--- src/rtl/dmb_pkg.sv ---
// Shared constants and types for the display memory bridge.
// Assumes an 8-bit host byte and a 16-bit memory/panel word.
package dmb_pkg;
    localparam int BYTE_W = 8;
    localparam int SEL_W  = 2;
    localparam int N_SEL  = 1 << SEL_W;

    localparam logic [SEL_W-1:0] SEL_ADDR = 2'd0;
    localparam logic [SEL_W-1:0] SEL_DATA = 2'd1;
    localparam logic [SEL_W-1:0] SEL_CNT  = 2'd2;
    localparam logic [SEL_W-1:0] SEL_SYNC = 2'd3;

    typedef enum logic [1:0] {
        CP_IDLE = 2'd0,
        CP_SET  = 2'd1,
        CP_HOLD = 2'd2
    } cp_state_t;
endpackage

--- src/rtl/dmb_sel_decode.sv ---
// One-of-N decode of the host select, qualified separately by the
// write and read strobes. Assumes strobes are already synchronous.
module dmb_sel_decode #(
    parameter int SEL_W = 2,
    localparam int N    = 1 << SEL_W
) (
    input  logic [SEL_W-1:0] sel,
    input  logic             wr,
    input  logic             rd,
    output logic [N-1:0]     wr_hit,
    output logic [N-1:0]     rd_hit
);
    for (genvar i = 0; i < N; i++) begin : g_dec
        // one output line per register slot
        assign wr_hit[i] = wr && (sel == SEL_W'(i));
        assign rd_hit[i] = rd && (sel == SEL_W'(i));
    end
endmodule

--- src/rtl/dmb_addr_ctr.sv ---
// Word address counter: byte-lane loads from the host and a +1 step.
// A load in the same cycle as a step wins. Bits above ADDR_W in the top
// lane are dropped. Wraps naturally at 2**ADDR_W.
module dmb_addr_ctr #(
    parameter int ADDR_W = 20,
    parameter int BYTE_W = 8,
    localparam int N_LANE = (ADDR_W + BYTE_W - 1) / BYTE_W,
    localparam int IDX_W  = (N_LANE > 1) ? $clog2(N_LANE) : 1
) (
    input  logic              clk,
    input  logic              rst_n,
    input  logic              load_en,
    input  logic [IDX_W-1:0]  load_idx,
    input  logic [BYTE_W-1:0] load_byte,
    input  logic              inc,
    output logic [ADDR_W-1:0] addr
);
    logic [ADDR_W-1:0] lane_mask;
    logic [ADDR_W-1:0] lane_val;

    // place the incoming byte into its lane
    always_comb begin
        lane_mask = ADDR_W'({BYTE_W{1'b1}}) << (int'(load_idx) * BYTE_W);
        lane_val  = ADDR_W'(load_byte) << (int'(load_idx) * BYTE_W);
    end

    // hold, load a lane, or step
    always_ff @(posedge clk) begin
        if (!rst_n)
            addr <= '0;
        else if (load_en)
            addr <= (addr & ~lane_mask) | (lane_val & lane_mask);
        else if (inc)
            addr <= addr + ADDR_W'(1);
    end
endmodule

--- src/rtl/dmb_copy_eng.sv ---
// SRAM-to-LCD copy sequencer. Takes a two-byte count (low first). A
// nonzero count starts the copy. Each word: SET (drive data, strobe
// low), then HOLD (strobe high, request address step, count down).
// Assumes the count bytes only arrive while idle.
module dmb_copy_eng
    import dmb_pkg::*;
#(
    parameter int BYTE_W = 8,
    localparam int WORD_W = 2 * BYTE_W
) (
    input  logic              clk,
    input  logic              rst_n,
    input  logic              cnt_lo_wr,
    input  logic              cnt_hi_wr,
    input  logic [BYTE_W-1:0] byte_in,
    input  logic [WORD_W-1:0] sram_rdata,
    output logic              busy,
    output logic              adv,
    output logic [WORD_W-1:0] lcd_data,
    output logic              lcd_wr_n
);
    cp_state_t         st;
    logic [BYTE_W-1:0] cnt_lo;
    logic [WORD_W-1:0] cnt;

    assign busy = (st != CP_IDLE);
    assign adv  = (st == CP_HOLD);

    // count capture and two-phase strobe sequencing
    always_ff @(posedge clk) begin
        if (!rst_n) begin
            st       <= CP_IDLE;
            cnt_lo   <= '0;
            cnt      <= '0;
            lcd_data <= '0;
            lcd_wr_n <= 1'b1;
        end else begin
            case (st)
                CP_IDLE: begin
                    if (cnt_lo_wr)
                        cnt_lo <= byte_in;
                    if (cnt_hi_wr) begin
                        cnt <= {byte_in, cnt_lo};
                        if ({byte_in, cnt_lo} != '0)
                            st <= CP_SET;
                    end
                end
                CP_SET: begin
                    lcd_data <= sram_rdata;
                    lcd_wr_n <= 1'b0;
                    st       <= CP_HOLD;
                end
                CP_HOLD: begin
                    lcd_wr_n <= 1'b1;
                    cnt      <= cnt - WORD_W'(1);
                    st       <= (cnt == WORD_W'(1)) ? CP_IDLE : CP_SET;
                end
                default: st <= CP_IDLE;
            endcase
        end
    end
endmodule

--- src/rtl/disp_mem_bridge.sv ---
// Byte-wide host bridge to a 16-bit SRAM and a 16-bit LCD write bus.
// Assumes single-cycle synchronous host strobes, never a read and a write
// together, and an asynchronous SRAM whose read data settles within a cycle.
module disp_mem_bridge
    import dmb_pkg::*;
#(
    parameter int ADDR_W  = 20,
    localparam int WORD_W = 2 * BYTE_W,
    localparam int N_AB   = (ADDR_W + BYTE_W - 1) / BYTE_W,
    localparam int APOS_W = (N_AB > 1) ? $clog2(N_AB) : 1
) (
    input  logic              clk,
    input  logic              rst_n,
    input  logic [SEL_W-1:0]  host_sel,
    input  logic              host_wr,
    input  logic              host_rd,
    input  logic [BYTE_W-1:0] host_din,
    output logic [BYTE_W-1:0] host_dout,
    output logic [ADDR_W-1:0] sram_addr,
    output logic [WORD_W-1:0] sram_wdata,
    input  logic [WORD_W-1:0] sram_rdata,
    output logic              sram_we_n,
    output logic              sram_oe_n,
    output logic [WORD_W-1:0] lcd_data,
    output logic              lcd_wr_n
);
    logic [N_SEL-1:0]  wr_hit, rd_hit;
    logic              busy, adv;
    logic              addr_wr, data_wr, data_rd, cnt_wr, sync_wr;
    logic [APOS_W-1:0] apos;
    logic              dpos, cpos;
    logic [BYTE_W-1:0] lo_byte;
    logic              we_act;
    logic              inc;

    dmb_sel_decode #(.SEL_W(SEL_W)) u_dec (
        .sel(host_sel), .wr(host_wr), .rd(host_rd),
        .wr_hit(wr_hit), .rd_hit(rd_hit)
    );

    // host accesses that are locked out while a copy runs
    assign addr_wr = wr_hit[SEL_ADDR] && !busy;
    assign data_wr = wr_hit[SEL_DATA] && !busy;
    assign data_rd = rd_hit[SEL_DATA] && !busy;
    assign cnt_wr  = wr_hit[SEL_CNT]  && !busy;
    assign sync_wr = wr_hit[SEL_SYNC];

    assign inc = we_act || (data_rd && dpos) || adv;

    dmb_addr_ctr #(.ADDR_W(ADDR_W), .BYTE_W(BYTE_W)) u_addr (
        .clk(clk), .rst_n(rst_n),
        .load_en(addr_wr), .load_idx(apos), .load_byte(host_din),
        .inc(inc), .addr(sram_addr)
    );

    dmb_copy_eng #(.BYTE_W(BYTE_W)) u_copy (
        .clk(clk), .rst_n(rst_n),
        .cnt_lo_wr(cnt_wr && !cpos), .cnt_hi_wr(cnt_wr && cpos),
        .byte_in(host_din), .sram_rdata(sram_rdata),
        .busy(busy), .adv(adv),
        .lcd_data(lcd_data), .lcd_wr_n(lcd_wr_n)
    );

    // address byte phase
    always_ff @(posedge clk) begin
        if (!rst_n || sync_wr)
            apos <= '0;
        else if (addr_wr)
            apos <= (apos == APOS_W'(N_AB - 1)) ? '0 : apos + APOS_W'(1);
    end

    // data and count byte phases
    always_ff @(posedge clk) begin
        if (!rst_n || sync_wr) begin
            dpos <= 1'b0;
            cpos <= 1'b0;
        end else begin
            if (data_wr || data_rd)
                dpos <= !dpos;
            if (cnt_wr)
                cpos <= !cpos;
        end
    end

    // byte-to-word packing and the one-cycle write pulse
    always_ff @(posedge clk) begin
        if (!rst_n) begin
            lo_byte    <= '0;
            sram_wdata <= '0;
            we_act     <= 1'b0;
        end else begin
            we_act <= data_wr && dpos;
            if (data_wr && !dpos)
                lo_byte <= host_din;
            if (data_wr && dpos)
                sram_wdata <= {host_din, lo_byte};
        end
    end

    assign sram_we_n = !we_act;
    assign sram_oe_n = we_act;

    // host read byte register
    always_ff @(posedge clk) begin
        if (!rst_n)
            host_dout <= '0;
        else if (data_rd)
            host_dout <= dpos ? sram_rdata[WORD_W-1:BYTE_W] : sram_rdata[BYTE_W-1:0];
        else if (rd_hit[SEL_CNT])
            host_dout <= {{(BYTE_W-1){1'b0}}, busy};
        else if (rd_hit[SEL_ADDR] || rd_hit[SEL_SYNC])
            host_dout <= '0;
    end
endmodule

--- config.mk ---
export PLATFORM = sky130hd
export DESIGN_NAME = disp_mem_bridge
export DESIGN_NICKNAME = d
export VERILOG_FILES = /design/src/rtl/dmb_pkg.sv /design/src/rtl/dmb_sel_decode.sv /design/src/rtl/dmb_addr_ctr.sv /design/src/rtl/dmb_copy_eng.sv /design/src/rtl/disp_mem_bridge.sv
export SDC_FILE = /design/constraint.sdc
export NUM_CORES = 1
export LEC_CHECK = 0
export ABC_CLOCK_PERIOD_IN_PS = 2600
export BUFFER_PORTS_ARGS = -buffer_cell sky130_fd_sc_hd__buf_4
export CORE_MARGIN = 5
export CORE_UTILIZATION = 35
export DETAILED_ROUTE_END_ITERATION = 7
export GPL_TIMING_DRIVEN = 0
export HOLD_SLACK_MARGIN = 0.05
export PLACE_DENSITY = 0.54
export RECOVER_POWER = 50
export SLEW_MARGIN = 5
export SYNTH_ARGS = -nofsm -noshare
export SYNTH_HDL_FRONTEND = slang
export SYNTH_SLANG_ARGS = --single-unit
--- constraint.sdc ---
create_clock -name clk -period 2.6 [get_ports clk]
set_clock_uncertainty 0.05 [all_clocks]
set_input_delay 0.39 -clock clk [delete_from_list [all_inputs] [get_ports clk]]
set_output_delay 0.39 -clock clk [all_outputs]
set_load 0.1 [all_outputs]
## Word-level counts from Yosys, hierarchy flattened

Cells that the tools add are included.

| storage, ports and cells | value |
|---|---|
| bits in registers | 100 |
| input bits | 30 |
| output and inout bits | 63 |
| word-level logic and storage cells | 83 |

| operators by class | value |
|---|---|
| add/sub/neg operators | 3 |
| equality and inequality tests | 9 |
| shift-type cells | 2 |
| mux-type cells | 14 |
| bitwise gates (word level) | 4 |
| reductions and logical operators | 38 |

Operators by type and width:

| operator | number |
|---|---|
| AND 20 bit | 2 |
| two-way mux 20 bit | 2 |
| two-way mux 8 bit | 4 |
| one-hot mux 16 bit (2 select lines) | 1 |
| adder 20 x 1 -> 20 bit (second input constant) | 1 |
| NOT 20 bit | 1 |
| bitwise OR 20 bit | 1 |
| left shift 8 x 5 -> 20 bit | 1 |
| left shift 8 x 5 -> 20 bit (first input constant) | 1 |
| logical AND 1 bit | 17 |
| == test 16 x 1 -> 1 bit (second input constant) | 1 |
| two-way mux 16 bit | 1 |
| nonzero test 16 bit | 1 |
| subtractor 16 x 1 -> 16 bit (second input constant) | 1 |
| == test 2 bit (second input constant) | 4 |
| nonzero test 2 bit | 4 |
| two-way mux 2 bit | 3 |
| one-hot mux 2 bit (3 select lines) | 1 |
| AND reduction 2 bit | 3 |
| zero test 1 bit | 5 |
| logical OR 1 bit | 5 |
| == test 2 x 1 -> 1 bit (second input constant) | 2 |
| zero test 2 bit | 2 |
| inequality test 2 x 1 -> 1 bit (second input constant) | 2 |
| 4 further kinds | 4 |

## Depth between registers and ports, before layout

Gate-level depths: netlist of the first run.

| depth | value |
|---|---|
| word-level depth | 8 |
| gate-level depth with buffers | 9 |
| gate-level depth less buffers | 7 |

## Modules after synthesis

A second synthesis of the first run with hierarchy kept.

| second synthesis, totals | value |
|---|---|
| cells, all modules | 604 |
| area, all modules | 5302.6 µm² |

Modules (own cells, without submodules):

| module | times used | cells each | area each (µm²) | seq. area each (µm²) |
|---|---|---|---|---|
| dmb_copy_eng | 1 | 254 | 2252.2 | 860.8 |
| disp_mem_bridge | 1 | 173 | 1647.8 | 740.7 |
| dmb_addr_ctr | 1 | 169 | 1340.0 | 400.4 |
| dmb_sel_decode | 1 | 8 | 62.6 | 0.0 |

## Worst setup path before layout of the first run

Ideal clock, no wire load.

| path | value |
|---|---|
| kind | register to register |
| start | register with a tool-made name |
| end | register with a tool-made name |
| library setup time | 0.074 ns |
| data arrival time | 2.403 ns |
| setup slack | 0.072 ns |
| stages on the path, launching flop included | 6 |
| path buffers | 0 |
| clock period less this slack | 2.528 ns |
| path through | dfxtp_1 nand4_1 nor3_1 nand3_1 mux2_2 a31oi_1 |

## Worst setup path in the final report of the first run

| path | value |
|---|---|
| start | register u_copy.st[0] |
| end | register u_copy.cnt[6] |

| between the ends | value |
|---|---|
| word-level cells in the longest chain between the ends | 6 |
| elaborated cells between the ends (all ways) | 10 |
| classes of those cells | 2 x eq/ne; 1 x mux; 7 x reduce/logical |

Ends and longest elaborated chain:

| item | RTL line | RTL |
|---|---|---|
| from (decl) | dmb_copy_eng.sv:22 | `cp_state_t st;` |
| from (signal assigned) | dmb_copy_eng.sv:56 | `st <= (cnt == WORD_W'(1)) ? CP_IDLE : CP_SET;` |
| nonzero test 2 bit | dmb_copy_eng.sv:26 | `assign busy = (st != CP_IDLE);` |
| zero test 1 bit | disp_mem_bridge.sv:45 | `assign cnt_wr = wr_hit[SEL_CNT] && !busy;` |
| logical AND 1 bit | disp_mem_bridge.sv:45 |  |
| logical AND 1 bit | disp_mem_bridge.sv:58 | `.cnt_lo_wr(cnt_wr && !cpos), .cnt_hi_wr(cnt_wr && cpos),` |
| inequality test 2 x 1 -> 1 bit (no line) | - |  |
| AND reduction 2 bit (no line) | - |  |
| to (signal assigned) | dmb_copy_eng.sv:43 | `cnt <= {byte_in, cnt_lo};` |
| to (signal assigned) | dmb_copy_eng.sv:55 | `cnt <= cnt - WORD_W'(1);` |
| to (decl) | dmb_copy_eng.sv:24 | `logic [WORD_W-1:0] cnt;` |

Parallel ways exist; a longest one is shown, timed or not.
A chain may end at the register's enable or synchronous reset.

==> results of run 1 <==
[cell families (layout without fill, tap and decap cells)]
| logic type | count (synthesis) | after routing |
|---|---|---|
| XOR/XNOR | 2 | 2 |
| flip-flops | 100 | 100 |
| adder cells (fa/ha/maj) | 8 | 8 |
| multiplexers | 41 | 41 |
| buffers and inverters | 53 | 157 |
| AO/OA/AOI/OAI | 163 | 163 |
| AND/OR/NAND/NOR | 237 | 237 |
[through the flow]
stage / area (um^2) / worst slack (ns) / hold WS (ns) / TNS, ns / util
detailed placement: 5830 / -0.208 / 0.396 / -0.394 / 0.420
floorplan: 4960 / 0.0723 / 0.381 / 0 / -
finish: 5950 / 0.146 / 0.236 / 0 / 0.428
global placement: 5830 / -0.159 / 0.397 / -0.234 / 0.420
global route: 5950 / 0.0180 / 0.243 / 0 / 0.428
CTS: 6160 / 0.0783 / 0.227 / 0 / 0.444
[power groups by stage]
stage          Clock, W  Combinational, W  Sequential (W)
3_5_place_dp          0           0.00143         0.00177
5_1_grt         0.00157           0.00145         0.00175
4_1_cts         0.00151           0.00144         0.00174
6_report        0.00149           0.00138         0.00174
2_1_floorplan         0          0.000545         0.00231
3_3_place_gp          0           0.00142         0.00177
[timing repair]
action,4_1_cts,5_1_grt
gates resized for setup,3,5
hold buffers,0,0
setup endpoints to repair,11,24
setup buffers,0,2
pin swaps,0,1
[final timing paths]
path | startpoint | end | slack, ns | cells after the start
hold reg to reg | sram_wdata[15]$_SDFFE_PN0P_ | sram_wdata[15]$_SDFFE_PN0P_ | 0.41 | 2
setup / recovery | u_copy.st[0]$_SDFFE_PN0P_ | u_copy.cnt[6]$_SDFFE_PN0P_ | 0.15 | 9
setup reg to reg | u_copy.st[0]$_SDFFE_PN0P_ | u_copy.cnt[6]$_SDFFE_PN0P_ | 0.15 | 9
hold / removal | sram_rdata[0] | u_copy.lcd_data[0]$_SDFFE_PN0N_ | 0.24 | 3
[cell type report]
class	instances	area [um^2]
fill	1463	7930
clock inverter	7	97.6
buffer	41	195
clock buffer	9	225
tap	180	225
multi-input combinational	451	2730
timing repair buffer	88	424
sequential	100	2000
inverter	12	45.0
[layer usage]
layer  wire [um]  up-vias
li1            -     2365
met3        1280       22
met2        7360      186
met5           0        -
met4         264        0
met1        6910     2337
[synth_stat cells (3+ instances only)]
| cell type | instances | share of area |
|---|---|---|
| a211oi_1 | 5 | 0.0076 |
| a21boi_0 | 4 | 0.0061 |
| a21oi_1 | 57 | 0.058 |
| a22o_1 | 4 | 0.0071 |
| a22oi_1 | 7 | 0.011 |
| a31oi_1 | 10 | 0.013 |
| and3_1 | 5 | 0.0063 |
| buf_2 | 8 | 0.0081 |
| buf_4 | 3 | 0.0045 |
| clkbuf_1 | 25 | 0.019 |
| dfxtp_1 | 100 | 0.40 |
| ha_1 | 8 | 0.020 |
| inv_1 | 11 | 0.0083 |
| mux2_2 | 4 | 0.0091 |
| mux2i_1 | 37 | 0.075 |
| nand2_1 | 74 | 0.056 |
| nand2b_1 | 3 | 0.0038 |
| nand3_1 | 16 | 0.016 |
| nand4_1 | 9 | 0.011 |
| nor2_1 | 77 | 0.058 |
| nor3_1 | 15 | 0.015 |
| nor3b_1 | 3 | 0.0045 |
| nor4_1 | 7 | 0.0088 |
| o211ai_1 | 7 | 0.011 |
| o21a_1 | 3 | 0.0045 |
| o21ai_0 | 37 | 0.037 |
| o21ai_1 | 3 | 0.0030 |
| o221a_2 | 3 | 0.0068 |
| o221ai_1 | 4 | 0.0071 |
| o22ai_1 | 3 | 0.0038 |
| or3_1 | 3 | 0.0038 |
[worst reg2reg max path: stages (launching register included)]
cell and delay (ns):
dfxtp_1 0.43, inv_1 0.10, ha_1 0.26, buf_4 0.19
and4b_1 0.25, a21boi_2 0.33, buf_2 0.29, nor2_1 0.08
a22oi_1 0.23, a21oi_1 0.10
==> impl_metrics.yaml, run 1 <==
setup_path:
  cp_data_required_time_ns: 2.76
  critPathTopFamily: "compound AO/OA/AOI/OAI gates"
  max_stage_delay_ns: 0.43
  cp_num_buf_inv: 3
  arrival_ns: 2.62
  worstSetupPathType: "register to register"
  crit_path_max_fanout: 10
  path_cells: "inv_1 -> ha_1 -> buf_4 -> and4b_1 -> a21boi_2 -> buf_2 -> nor2_1 -> a22oi_1 -> a21oi_1"
  cp_slowest_cell: "dfxtp_1"
  cp-start-kind: "register"
  crit_path_end_kind: "register"
job:
  maxCapViolations: 0
synth:
  synthAdderAreaFrac: 0.0202
  syn_inst: 604
  avgSynthCellArea_um2: 8.21
  synth_top_family_by_area: "simple AND/OR/NAND/NOR gates"
  synth-seq-cells: 100
  ys_seq_area_frac: 0.404
  synth_async_sr_flop_share: 0
  synthSimpleGateAreaFrac: 0.234
  synthesis.area_um2: 4960
  synth_xor_area_frac: 0.00353
  synthMuxAreaShare: 0.0838
  synth_edf_count: 0
  yosysUniqueCellTypes: 68
  syn-num-nets: 642
  synth-main-ff-cell: "dfxtp_1"
  yosys_warnings: 0
  synth-compound-area-share: 0.205
floorplanning:
  die_x_um: 129
  start_util: 0.357
  ios: 93
  design.core.area_um2: 13900
  rows: 43
  dieArea_um2: 16600
  die_y_um: 129
finish:
  final_cell_mix: "dfxtp_1 (100), clkbuf_1 (88), nor2_1 (77)"
  nNetsFinal: 741
  antenna_cells: 0
  syn_to_final_growth_pct: 20.0
  drive_gt1_frac: 0.114
  stdcell_count: 888
  mostFrequentLayoutCell: "dfxtp_1"
global_routing:
  busiest_layer: "met2"
  antenna_found_initial: 0
  grt_max_degree: 18
  overflow: 0
  gr-usage-met2: 0.293
  grt_pass1_wl_um: 24500
  track_usage: 0.187
  grt_use_met3: 0.0452
  grtUsageMet1: 0.248
  grt_pass1_vias: 4549
power_and_ir_drop:
  leakage_nw: 2.05
  seqPwrFrac: 0.378
  swShare: 0.386
  pwr-share-comb: 0.299
  clkPwrFrac: 0.323
  power_w: 0.00460
  vdd_drop_max_mv: 0.455
  p_int_w: 0.00283
  netSwitchingPower_w: 0.00178
  power_density_nw_per_um2: 774
routing:
  dr.first_iter.drc_count: 462
  wl_per_cell_um: 17.8
  ant_nets: 0
  viasPerCell: 5.53
  dr.pass1.iters: 5
  post-route-drc-count: 0
  drt-total-wl_um: 15800
  dr_total_vias: 4910
placed_design:
  dp_cells: 870
  dpl.hpwl_um: 11400
  io_buffers: 86
  gp_congestion: 0.865
sta:
  drv_slew: 0
  finalSetupViolations: 0
  worstMarginPinSlew_ns: 1.21
  period_minus_slack_ns: 2.45
  final-hold-violation-count: 0
  rsz0062_at_grt: "no"
  max_freq_mhz: 407
  period_share: 0.944
  max_slew_margin: 0.198
worst_hold_path:
  hp-class: "input pin to register"
clock_tree:
  numClockSinks: 100
  htree_num_levels: 3
  clockBufferDepth: 2
  tritoncts: "built"
  cts_buffers: 9
  clk_latency_ns: 0.36
  clkTransAtPathRegs_ns: 0.07
  cts-root-buf: "clkbuf_16"
run_status:
  status: "complete, no violations"
Power figures use the tool's default switching activity.
==> run 2: changes to the inputs <==
- CORE_MARGIN: 5 -> 2
==> run 2 against run 1 <==
Global-route usage rose by 2.0 points; sequential power barely moved; non-clock buffer count did not move; first-iteration DRC count rose by 5.6%; via count fell by 1.7%; wire length fell by 2.0%; register-to-register slack improved by 0.02 ns; flip-flop and latch count did not move; worst hold slack improved by 0.0040 ns; design area fell by 0.13%; final cell count fell by 0.11%; critical path type unchanged.
==> impl_metrics.yaml, run 2 (synthesis gave the netlist of run 1 again) <==
run_status:
  status: "complete, no violations"
routing:
  post-route-drc-count: 0
  dr.first_iter.drc_count: 488
  viasPerCell: 5.44
  drt-total-wl_um: 15500
  wl_per_cell_um: 17.5
  ant_nets: 0
  dr.pass1.iters: 5
  dr_total_vias: 4826
finish:
  final_cell_mix: "dfxtp_1 (100), clkbuf_1 (89), nor2_1 (76)"
  multiInputGateArea_um2: 2740
  antenna_cells: 0
  syn_to_final_growth_pct: 19.8
  regArea_um2: 2000
  fillers: 1458
  final_util: 0.428
  nNetsFinal: 741
  mostFrequentLayoutCell: "dfxtp_1"
  drive_gt1_frac: 0.112
global_routing:
  track_usage: 0.207
  grt_max_degree: 16
  grt_pass1_wl_um: 24200
  grt_pass1_vias: 4560
  antenna_found_initial: 0
  overflow: 0
clock_tree:
  clkTransAtPathRegs_ns: 0.07
  numClockSinks: 100
  cts-root-buf: "clkbuf_16"
  cts_hold_buf: 0
  tritoncts: "built"
  cts_buffers: 9
  htree_num_levels: 3
  clk_latency_ns: 0.35
  clockBufferDepth: 2
setup_path:
  max_stage_delay_ns: 0.42
  cp_slowest_cell: "dfxtp_1"
  path_cells: "inv_1 -> ha_1 -> buf_4 -> and4b_1 -> a21boi_2 -> buf_2 -> nor2_1 -> a22oi_1 -> a21oi_1"
  cp_data_required_time_ns: 2.75
  r2r_cells: 9
  worstSetupPathType: "register to register"
  crit_path_max_fanout: 10
  arrival_ns: 2.59
  crit_path_end_kind: "register"
  reg2reg_to: "u_copy.cnt[6]$_SDFFE_PN0P_"
  cp-start-kind: "register"
  rrSetupSlack_ns: 0.16
  r2r_start: "u_copy.st[0]$_SDFFE_PN0P_"
floorplanning:
  die_x_um: 123
  start_util: 0.357
  design.core.area_um2: 13900
  dieArea_um2: 15100
  die_y_um: 123
  ios: 93
  rows: 43
sta:
  rsz0062_at_grt: "no"
  setup_slack_ns: 0.162
  worstMarginPinSlew_ns: 1.20
  finalSetupViolations: 0
  period_minus_slack_ns: 2.44
  max_slew_margin: 0.201
  period_share: 0.938
  final-hold-violation-count: 0
  drv_slew: 0
  max_freq_mhz: 410
power_and_ir_drop:
  netSwitchingPower_w: 0.00172
  power_density_nw_per_um2: 761
  p_int_w: 0.00280
  clkPwrFrac: 0.310
  leakage_nw: 2.04
  swShare: 0.381
  pwr-share-comb: 0.306
  vdd_drop_max_mv: 0.329
  seqPwrFrac: 0.384
job:
  maxCapViolations: 0
placed_design:
  gp_congestion: 0.893
  dpl.hpwl_um: 11200
  pre_cts_ws_ns: -0.221
  io_buffers: 86
worst_hold_path:
  hp-start: "sram_rdata[15]"
  min_to: "u_copy.lcd_data[15]$_SDFFE_PN0N_"
  hold_depth: 3
  hp-class: "input pin to register"
## run 2: power by group through the flow
stage	combinational, W	clock (W)	sequential (W)
after detailed placement	0.00143	0	0.00177
after floorplan	0.000545	0	0.00231
after global placement	0.00142	0	0.00177
after global routing	0.00147	0.00150	0.00175
after CTS	0.00144	0.00144	0.00174
final	0.00138	0.00140	0.00174
## run 2: layout make-up
cell class	count	area share
plain buffers	41	0.0327
clock buffers	12	0.0449
repair buffers	88	0.0714
inverters	12	0.00758
clock inverters	3	0.00758
well taps	180	0.0379
multi-input cells	451	0.461
flip-flops and latches	100	0.337
## run 2: worst max-delay path by stage
stage / from / endpoint / slack (ns) / depth (start not counted)
6_report: u_copy.st[0]$_SDFFE_PN0P_ / u_copy.cnt[6]$_SDFFE_PN0P_ / 0.16 / 9
5_1_grt: u_copy.st[0]$_SDFFE_PN0P_ / u_copy.cnt[6]$_SDFFE_PN0P_ / 0.01 / 9
4_1_cts: u_copy.st[0]$_SDFFE_PN0P_ / register / 0.06 / 9
3_5_place_dp: u_copy.st[0]$_SDFFE_PN0P_ / u_copy.cnt[6]$_SDFFE_PN0P_ / -0.22 / 9
3_3_place_gp: u_copy.st[0]$_SDFFE_PN0P_ / u_copy.cnt[6]$_SDFFE_PN0P_ / -0.16 / 9
2_1_floorplan: register / register / 0.07 / 5
## run 2: repair_timing
action / 4_1_cts / 5_1_grt
setup endpoints to repair: 15 / 16
resized for setup: 3 / 6
pin swaps: 0 / 1
setup buffers: 0 / 2
## run 2: per-layer routing
layer,global-route usage,up-vias,wire (um),share of wire
met3,0.0461,23,989,0.064
met1,0.275,2273,7040,0.45
li1,-,2364,-,-
met5,0,-,0,0
met4,0.0824,0,295,0.019
met2,0.326,166,7170,0.46
## run 2: critical path, delay by kind of cell (launching register included)
family	cells	cell delay [ns]
AO/OA/AOI/OAI	3	0.63
buffers and inverters	3	0.60
flip-flops	1	0.42
AND/OR/NAND/NOR	2	0.34
adder cells (fa/ha/maj)	1	0.26
## run 2: per-stage QoR
step	instance area [um^2]	instances	hold slack (ns)	setup TNS [ns]	total power (W)
2_1_floorplan	4960	604	0.381	0	0.00286
3_3_place_gp	5830	870	0.400	-0.246	0.00319
3_5_place_dp	5830	870	0.399	-0.615	0.00320
4_1_cts	6150	885	0.229	0	0.00462
5_1_grt	5940	887	0.242	0	0.00472
6_report	5940	887	0.240	0	0.00452
==> run 3: changes to the inputs <==
- CAP_MARGIN: default -> 25
- PLACE_DENSITY: 0.54 -> 0.53
- SYNTH_HIERARCHICAL: default -> 1
==> run 3 against run 2 <==
Power increased by 18%; design area increased by 6.9%; worst hold slack got worse by 0.0087 ns; critical path type unchanged; maximum frequency decreased by 2.0%; worst setup slack got worse by 0.050 ns; largest cell class unchanged.
==> impl_metrics.yaml, run 3 <==
synth:
  synth-seq-cells: 100
  syn-num-nets: 642
  yosysUniqueCellTypes: 86
  synth-main-ff-cell: "dfxtp_1"
  ys_top_cells_by_count: "dfxtp_1 (100), nand2_1 (78), nor2_1 (44)"
  synth_async_sr_flop_share: 0
  yosys_warnings: 6
  yosys.area.top_type_share: 0.378
  synth_edf_count: 0
  yosysMostFrequentCell: "dfxtp_1"
  syn_inst: 604
  ys_seq_area_frac: 0.378
  synthesis.area_um2: 5300
  ys_top_cells_by_area: "dfxtp_1 (38%), mux2i_1 (5.9%), nand2_1 (5.5%), nor2_1 (3.1%), a21oi_1 (3.0%)"
  yosysTopAreaCell: "dfxtp_1"
  avgSynthCellArea_um2: 8.78
placed_design:
  io_buffers: 92
  dp_cells: 880
  gp_congestion: 0.883
  dpl.hpwl_um: 11100
floorplanning:
  design.core.area_um2: 14600
  ios: 93
  start_util: 0.362
  dieArea_um2: 16200
  rows: 44
  die_x_um: 127
  die_y_um: 127
routing:
  dr_total_vias: 4926
  dr.pass1.iters: 5
  wl_per_cell_um: 17.4
  dr.first_iter.drc_count: 368
  viasPerCell: 5.49
  met1Wirelength_um: 7260
  drt-total-wl_um: 15700
  dr.max_layer_used: "met4"
  post-route-drc-count: 0
  ant_nets: 0
  wl_met3_um: 1160
  wl_met2_um: 7000
setup_path:
  crit_path_max_fanout: 10
  cp-start-kind: "register"
  worstSetupPathType: "register to register"
  crit_path_end_kind: "register"
  cp_data_required_time_ns: 2.81
  arrival_ns: 2.69
clock_tree:
  numClockSinks: 100
  clk_latency_ns: 0.35
  htree_num_levels: 3
  cts-root-buf: "clkbuf_16"
  cts_buffers: 9
  tritoncts: "built"
  clockBufferDepth: 2
  clkTransAtPathRegs_ns: 0.07
  cts_hold_buf: 0
job:
  maxCapViolations: 0
finish:
  antenna_cells: 0
  mostFrequentLayoutCell: "dfxtp_1"
  regArea_um2: 2000
  syn_to_final_growth_pct: 19.7
  fillers: 1505
  drive_gt1_frac: 0.182
  multiInputGateArea_um2: 3060
  stdcell_count: 898
  final_cell_mix: "dfxtp_1 (98), clkbuf_1 (79), nand2_1 (76)"
  nNetsFinal: 747
sta:
  period_minus_slack_ns: 2.49
  max_freq_mhz: 402
  fin_tns_setup_ns: 0
  final-hold-violation-count: 0
  worstMarginPinSlew_ns: 1.20
  finalSetupViolations: 0
  drv_slew: 0
  max_slew_margin: 0.202
  period_share: 0.957
global_routing:
  grt_pass1_wl_um: 25400
  overflow: 0
  grt_pass1_vias: 4813
  antenna_found_initial: 0
  track_usage: 0.197
  grt_max_degree: 18
run_status:
  status: "complete, no violations"
power_and_ir_drop:
  leakage_nw: 2.27
  power_density_nw_per_um2: 840
  vdd_drop_max_mv: 0.648
worst_hold_path:
  hp-class: "input pin to register"
run 3: changes by cell type in the layout (fill, tap and decap cells not counted), moves of 5 or more:
cell,delta
nand3_1,+8
nor2b_1,+12
a21oi_1,-26
buf_4,+9
o21ai_0,-9
a21boi_0,+9
and3b_1,+6
a21boi_2,+8
nor2_1,-33
mux2i_1,-7
clkbuf_1,-10
o211ai_1,-7
inv_2,+5
run 3: kinds of logic (layout without fill, tap and decap cells):
kind of cell    count (synthesis)  in the layout  synth area share
simple gates                  254            254             0.271
compound gates                146            146             0.193
flops                         100            100             0.378
buf+inv                        52            162            0.0557
mux                            39             39            0.0755
fa+ha+maj                       8              8            0.0189
xor+xnor                        5              5           0.00826
run 3: final timing paths:
path	slack, ns	start	cells after the start	end
worst min register to register	0.41	lo_byte[5]$_SDFFE_PN0P_	2	sram_wdata[5]$_SDFFE_PN0P_
worst min-delay path	0.23	sram_rdata[6]	3	u_copy/lcd_data[6]$_SDFFE_PN0N_
worst max-delay path	0.11	u_copy/st[0]$_SDFFE_PN0P_	13	register
worst max register to register	0.11	u_copy/st[0]$_SDFFE_PN0P_	13	register
run 3: per-layer routing:
layer | track usage | vias to the layer above
li1 | - | 2392
met1 | 0.264 | 2329
met2 | 0.311 | 186
met3 | 0.0595 | 19
met4 | 0.0524 | 0
met5 | 0 | -
run 3: layout make-up:
type / instances / area share
multi-input cells: 452 / 0.481
clock inverters: 5 / 0.00670
plain buffers: 35 / 0.0376
inverters: 17 / 0.0101
well taps: 184 / 0.0363
flip-flops and latches: 100 / 0.316
clock buffers: 11 / 0.0382
repair buffers: 94 / 0.0739
run 3: power by group:
part | switching [W] | total [W] | leakage [nW] | internal, W
Combinational | 0.00152 | 0.00216 | 1.32 | 0.000637
Clock | 0.000626 | 0.00131 | 0.137 | 0.000689
Sequential | 0.000161 | 0.00186 | 0.811 | 0.00170
run 3: timing repair:
item,in CTS,in global routing
resized for setup,12,13
buffers inserted,2,0
pin swaps,0,1
endpoints found under the setup margin,27,26
run 3: metrics by stage:
| stage | area, um^2 | total power, W | utilization | hold slack, ns | worst slack (ns) |
|---|---|---|---|---|---|
| final | 6350 | 0.00533 | 0.434 | 0.231 | 0.112 |
| after global routing | 6350 | 0.00563 | 0.434 | 0.230 | -0.000252 |
| after CTS | 6560 | 0.00544 | 0.448 | 0.216 | -0.00930 |
| after detailed placement | 6220 | 0.00409 | 0.425 | 0.404 | -0.245 |
| after global placement | 6220 | 0.00407 | 0.425 | 0.398 | -0.239 |
| after floorplan | 5300 | 0.00358 | - | 0.384 | 0.186 |
run 3: worst max-delay path: stages (launching register included):
cell,delay [ns]
dfxtp_2,0.36
inv_2,0.05
ha_1,0.20
buf_6,0.14
inv_2,0.09
buf_6,0.15
nor2b_1,0.05
buf_2,0.17
a211o_1,0.34
nand2b_1,0.10
buf_6,0.16
buf_6,0.16
nand2_1,0.08
a311oi_2,0.30
